<file path="src/rtl/sync2_pkg.sv">
package sync2_pkg;

  // Chips past (gap + trailer length) at which the trailer window closes.
  localparam int WIN_TAIL = 11;

  typedef enum logic [2:0] {
    ST_SEARCH_A,
    ST_GAP,
    ST_WAIT_WIN,
    ST_SEARCH_B,
    ST_HOLD
  } sync_state_e;

  // First chip position (counted from the first gap chip) that is compared.
  function automatic int win_first(input int gap, input int ofs);
    return gap + ofs;
  endfunction

  // Last chip position on which a trailer hit is still accepted.
  function automatic int win_last(input int gap, input int len_b);
    return gap + len_b + WIN_TAIL;
  endfunction

endpackage

</file>
<file path="src/rtl/sync2_shreg.sv">
module sync2_shreg #(
  parameter int W = 16
) (
  input  logic         clk,
  input  logic         rst,
  input  logic         clr,
  input  logic         shift,
  input  logic         din,
  output logic [W-1:0] q,
  output logic [W-1:0] nxt
);

  assign nxt = {q[W-2:0], din};

  always_ff @(posedge clk) begin
    if (rst || clr) begin
      q <= '0;
    end else if (shift) begin
      q <= nxt;
    end
  end

endmodule

</file>
<file path="src/rtl/sync2_cmp.sv">
module sync2_cmp #(
  parameter int W     = 16,
  parameter int LEN_W = 5
) (
  input  logic [W-1:0]     win,
  input  logic [W-1:0]     pat,
  input  logic [LEN_W-1:0] len,
  output logic             hit
);

  logic [W-1:0] diff;

  for (genvar i = 0; i < W; i++) begin : g_bit
    assign diff[i] = (win[i] ^ pat[i]) && (i < int'(len));
  end

  assign hit = ~|diff;

endmodule

</file>
<file path="src/rtl/sync2_ctrl.sv">
module sync2_ctrl
  import sync2_pkg::*;
#(
  parameter int GAP_W = 8,
  parameter int LEN_W = 5,
  parameter int OFS   = 6
) (
  input  logic             clk,
  input  logic             rst,
  input  logic             vld,
  input  logic             rearm,
  input  logic             hit_a,
  input  logic             hit_b,
  input  logic [GAP_W-1:0] gap_len,
  input  logic [LEN_W-1:0] len_b,
  output logic             shift_en,
  output logic             clr,
  output logic             match_a,
  output logic             resync,
  output logic             tvalid
);

  localparam int POS_W = GAP_W + LEN_W + 2;

  sync_state_e      st;
  logic [POS_W-1:0] pos, pos_nx, wstart, wstop;
  logic             in_win, at_end, gap_done, comparing;
  logic             ev_a_hit, ev_gap_end, ev_b_hit, ev_timeout;

  assign wstart = POS_W'(win_first(int'(gap_len), OFS));
  assign wstop  = POS_W'(win_last(int'(gap_len), int'(len_b)));

  always_comb begin
    pos_nx     = pos + POS_W'(1);
    in_win     = pos_nx >= wstart;
    at_end     = pos_nx >= wstop;
    gap_done   = pos_nx >= POS_W'(gap_len);
    comparing  = vld && (st == ST_WAIT_WIN || st == ST_SEARCH_B) && in_win;
    ev_a_hit   = vld && (st == ST_SEARCH_A) && hit_a;
    ev_gap_end = vld && (st == ST_GAP) && gap_done;
    ev_b_hit   = comparing && hit_b;
    ev_timeout = comparing && !hit_b && at_end;
    shift_en   = (vld && st == ST_SEARCH_A) || comparing;
    clr        = ev_gap_end || ev_timeout || (st == ST_HOLD && rearm);
  end

  always_ff @(posedge clk) begin
    if (rst) begin
      st      <= ST_SEARCH_A;
      pos     <= '0;
      match_a <= 1'b0;
      resync  <= 1'b0;
      tvalid  <= 1'b0;
    end else begin
      match_a <= ev_a_hit;
      resync  <= ev_gap_end;
      tvalid  <= ev_b_hit;
      case (st)
        ST_SEARCH_A: begin
          if (ev_a_hit) begin
            st  <= ST_GAP;
            pos <= '0;
          end
        end
        ST_GAP: begin
          if (vld) begin
            pos <= pos_nx;
            if (gap_done) st <= ST_WAIT_WIN;
          end
        end
        ST_WAIT_WIN, ST_SEARCH_B: begin
          if (vld) begin
            pos <= pos_nx;
            if (ev_b_hit) begin
              st <= ST_HOLD;
            end else if (ev_timeout) begin
              st  <= ST_SEARCH_A;
              pos <= '0;
            end else if (in_win) begin
              st <= ST_SEARCH_B;
            end
          end
        end
        ST_HOLD: begin
          if (rearm) begin
            st  <= ST_SEARCH_A;
            pos <= '0;
          end
        end
        default: st <= ST_SEARCH_A;
      endcase
    end
  end

endmodule

</file>
<file path="src/rtl/sync2_detect.sv">
module sync2_detect #(
  parameter int PAT_W = 16,
  parameter int GAP_W = 8,
  parameter int OFS   = 6,
  parameter int LEN_W = $clog2(PAT_W + 1)
) (
  input  logic             clk,
  input  logic             rst,
  input  logic             chip_i,
  input  logic             chip_vld_i,
  input  logic             rearm_i,
  input  logic [PAT_W-1:0] pat_a_i,
  input  logic [LEN_W-1:0] len_a_i,
  input  logic [PAT_W-1:0] pat_b_i,
  input  logic [LEN_W-1:0] len_b_i,
  input  logic [GAP_W-1:0] gap_len_i,
  output logic             match_a_o,
  output logic             resync_o,
  output logic             tvalid_o
);

  // Named internal events between the history, the comparators and the FSM.
  logic [PAT_W-1:0] hist_q, hist_nxt;
  logic             hit_a_w, hit_b_w, shift_w, clr_w;

  sync2_shreg #(.W(PAT_W)) u_hist (
    .clk   (clk),
    .rst   (rst),
    .clr   (clr_w),
    .shift (shift_w),
    .din   (chip_i),
    .q     (hist_q),
    .nxt   (hist_nxt)
  );

  sync2_cmp #(.W(PAT_W), .LEN_W(LEN_W)) u_cmp_a (
    .win (hist_nxt),
    .pat (pat_a_i),
    .len (len_a_i),
    .hit (hit_a_w)
  );

  sync2_cmp #(.W(PAT_W), .LEN_W(LEN_W)) u_cmp_b (
    .win (hist_nxt),
    .pat (pat_b_i),
    .len (len_b_i),
    .hit (hit_b_w)
  );

  sync2_ctrl #(.GAP_W(GAP_W), .LEN_W(LEN_W), .OFS(OFS)) u_ctrl (
    .clk      (clk),
    .rst      (rst),
    .vld      (chip_vld_i),
    .rearm    (rearm_i),
    .hit_a    (hit_a_w),
    .hit_b    (hit_b_w),
    .gap_len  (gap_len_i),
    .len_b    (len_b_i),
    .shift_en (shift_w),
    .clr      (clr_w),
    .match_a  (match_a_o),
    .resync   (resync_o),
    .tvalid   (tvalid_o)
  );

endmodule

</file>
<file path="config.mk">
export PLATFORM = sky130hd
export DESIGN_NAME = sync2_detect
export DESIGN_NICKNAME = d
export VERILOG_FILES = /design/src/rtl/sync2_pkg.sv /design/src/rtl/sync2_shreg.sv /design/src/rtl/sync2_cmp.sv /design/src/rtl/sync2_ctrl.sv /design/src/rtl/sync2_detect.sv
export SDC_FILE = /design/constraint.sdc
export NUM_CORES = 1
export LEC_CHECK = 0
export CAP_MARGIN = 5
export CORE_MARGIN = 10
export CORE_UTILIZATION = 35
export DETAILED_ROUTE_END_ITERATION = 16
export GPL_TIMING_DRIVEN = 0
export SYNTH_ARGS = -nofsm -noshare
export SYNTH_HDL_FRONTEND = slang
export SYNTH_SLANG_ARGS = --single-unit
</file>
<file path="constraint.sdc">
create_clock -name clk -period 5.9 [get_ports clk]
set_clock_uncertainty 0.15 [all_clocks]
set_input_delay 1.18 -clock clk [delete_from_list [all_inputs] [get_ports clk]]
set_output_delay 1.18 -clock clk [all_outputs]
set_load 0.1 [all_outputs]
</file>
==> qor.yml <==
slew-limit-headroom: 0.3538
io_pins: 58
ys_seq_area_frac: 0.1988
pin_count_of_the_biggest_net_entering_global_routing: 12
insertion_delay_ns: 0.30
drt-wirelength-per-cell_um: 15.51
antennaDiodeCount: 0
critPathLaunchType: "input pin"
power.switching_mw: 0.2018
floorplan_die_width_um: 121.8
p_leak_nw: 1.699
rows: 37
grt_setup_unrepaired: "false"
reg2reg_slack_ns: 1.86
signal_arrival_time_at_the_worst_endpoint_ns: 5.57
ys_dominant_reg_cell: "dfxtp_1"
period_minus_slack_ns: 5.518
synth-edff-count: 0
route.detailed.drc: 0
crit_path_end_kind: "flop"
irDropWorstVdd_v: 0.0001036
layout-area-overhead-vs-synth_pct: 23.82
ys_seq_elements: 36
min-delay-start: "u_ctrl.pos[5]"
clockPowerShare: 0.325
floorplan.initialDensity: 0.3559
critPathRequiredTime_ns: 5.95
synth.most_common_cell: "o21ai_0"
cts.hold.buffers_added: 0
timing.final.crit_share: 0.9353
postLayoutSetupSlackWorst_ns: 0.3816
power_per_cell_area_mw_per_mm2: 149.4
hold_fails_final_rpt: 0
post-route-cell-area_mm2: 0.004488
fp.dieH_um: 121.8
globalplace.congestion: 0.8431
max-cap-violations: 0
cts.clk_slew.worst_paths_ns: 0.08
critical_path_peak_fanout: 10
ys_top_cells_by_area: "dfxtp_1 (20%), ha_1 (12%), xnor2_1 (6.8%)"
cts_root_buf: "clkbuf_8"
timing.setup.critical_path_class: "input pin to flop"
totalWireLength_um: 10390
setup-violations-final: 0
combPwrFrac: 0.305
grt-ovfl-total: 0
via_count: 3622
hold_path_sink: "u_ctrl.pos[5]"
pre_cts_ws_ns: -0.2588
hold_class: "flop to flop"
drt_iter0_drc: 261
h_tree_levels: 2
synth.top_cells.by_count: "o21ai_0 (41), dfxtp_1 (36), ha_1 (34), nand2_1 (34), nor2_1 (30)"
tritoncts: "done"
dr.pass1.iters: 4
placed_cells_incl_taps: 661
avgSynthCellArea_um2: 7.745
syn_nets: 558
most_area_hungry_cell_type_in_the_yosys_netlist: "dfxtp_1"
holdWs_ns: 0.3601
switching_fraction_of_total_power: 0.3010
first_global_vias: 3510
io_buffers: 57
regToRegEndpoint: "u_hist.q[3]"
status: "completed"
post-route-util: 0.4407
worstReg2RegStart: "u_ctrl.pos[0]"
nNetsFinal: 623
core_area_mm2: 0.01018
grt_pass1_wl_um: 17220
seq_power_share: 0.369
instances_no_fill: 670
drv_slew: 0
final_antenna_net_count: 0
synth_cell_types: 60
global_route.usage.total: 0.1386
synthArstFlopShare: 0
clock-sinks: 36
mean_number_of_vias_per_cell: 5.406
ff2ff_path_depth: 14
hold-path-cell-count: 2
worstMarginPinSlew_ns: 0.9663
synthesis.area_mm2: 0.003625
layout-drive-gt1-share: 0.06367
area_of_the_die_mm2: 0.01483
synth.top_cell.area_share: 0.1988
cts_buffer_depth: 2
place.detailed.hpwl_um: 8500
synthesis.instances: 468
clock.fmax_ghz: 0.1812
yosysWarnings: 0
dpl_cell_area_mm2: 0.004365
tritoncts.num_buffers: 5
antenna_found_initial: 0
internal-power_mw: 0.4686
-- power groups by stage --
stage	clock (mW)	sequential (mW)	combinational [mW]
floorplan	0	0.253	0.124
global placement	0	0.253	0.197
detailed placement	0	0.253	0.201
CTS	0.223	0.248	0.202
global route	0.233	0.248	0.226
finish	0.218	0.248	0.205
-- worst max-delay path, cell delays in order --
cell and delay [ns]:
clkdlybuf4s50_1 0.58, ha_1 0.32, fa_1 0.41, a21o_1 0.20
a21oi_1 0.24, nor2b_1 0.08, o21ai_1 0.28, xnor2_1 0.20
xor2_1 0.13, ha_1 0.22, a2111o_1 0.37, a31oi_1 0.18
nor4_1 0.11, a2111oi_4 0.32, buf_4 0.20, o21bai_2 0.14
buf_6 0.18, a211oi_1 0.23
-- sequential cells by signal, summed over array words and instances (netlist names) --
signal          flops
u_ctrl.pos         15
u_hist.q           15
u_ctrl.st           3
u_ctrl.match_a      1
u_ctrl.resync       1
u_ctrl.tvalid       1
-- worst max-delay path by stage --
| stage | start | to | slack (ns) | depth (start not counted) |
|---|---|---|---|---|
| floorplan | len_b_i[0] | u_ctrl.st[1] | 1.07 | 17 |
| global placement | len_b_i[0] | u_hist.q[3] | -0.11 | 19 |
| detailed placement | len_b_i[0] | u_hist.q[8] | -0.26 | 19 |
| CTS | len_b_i[0] | u_hist.q[8] | 0.06 | 19 |
| global route | len_b_i[0] | u_hist.q[3] | 0.0002 | 19 |
| finish | len_b_i[0] | u_hist.q[8] | 0.38 | 18 |
-- cell type report --
type | count | area, µm²
buffer | 23 | 103.9
tap | 136 | 170.2
fill | 1082 | 5697
clock buffer | 6 | 72.57
sequential | 36 | 720.7
multi-input combinational | 389 | 2733
clock inverter | 2 | 35.03
inverter | 20 | 75.07
timing repair buffer | 58 | 578.1
-- kinds of logic after synthesis --
kind of cell    Yosys count  share of synthesized area
compound gates          142                     0.2682
xor+xnor                 55                     0.1329
fa+ha+maj                35                     0.1229
buf+inv                  43                    0.04936
flops                    36                     0.1988
other cells               1                   0.001035
simple gates            156                     0.2268
-- timing repair --
action | 4_1_cts | 5_1_grt
buffers inserted | 0 | 1
setup endpoints to repair | 0 | 30
resized for setup | 0 | 2
-- metal layers --
| metal | vias up | track usage | part of all wire |
|---|---|---|---|
| met1 | 1692 | 0.1739 | 0.47 |
| met2 | 60 | 0.2423 | 0.49 |
| met5 | - | 0 | 0 |
| met4 | 0 | 0.02086 | 0.0048 |
| li1 | 1862 | - | - |
| met3 | 8 | 0.02868 | 0.038 |
-- layout by cell type, fill, tap and decap left out, types with 15 or more instances in the layout --
master,synthesis,routed
a211oi_1,20,20
clkbuf_1,14,15
o211ai_1,15,15
nand2_1,34,34
o21ai_0,41,40
xor2_1,27,27
nor2_1,30,30
dfxtp_1,36,36
xnor2_1,28,28
clkdlybuf4s50_1,0,57
nand3_1,25,25
ha_1,34,34
inv_1,20,20
a21oi_1,17,17
-- through the flow --
stage / power [mW] / setup TNS, ns
2_1_floorplan: 0.3769 / 0
3_3_place_gp: 0.4504 / -1.258
3_5_place_dp: 0.4542 / -3.660
4_1_cts: 0.6724 / 0
5_1_grt: 0.7066 / 0
6_report: 0.6705 / 0
(Power assumes the default switching activity.)
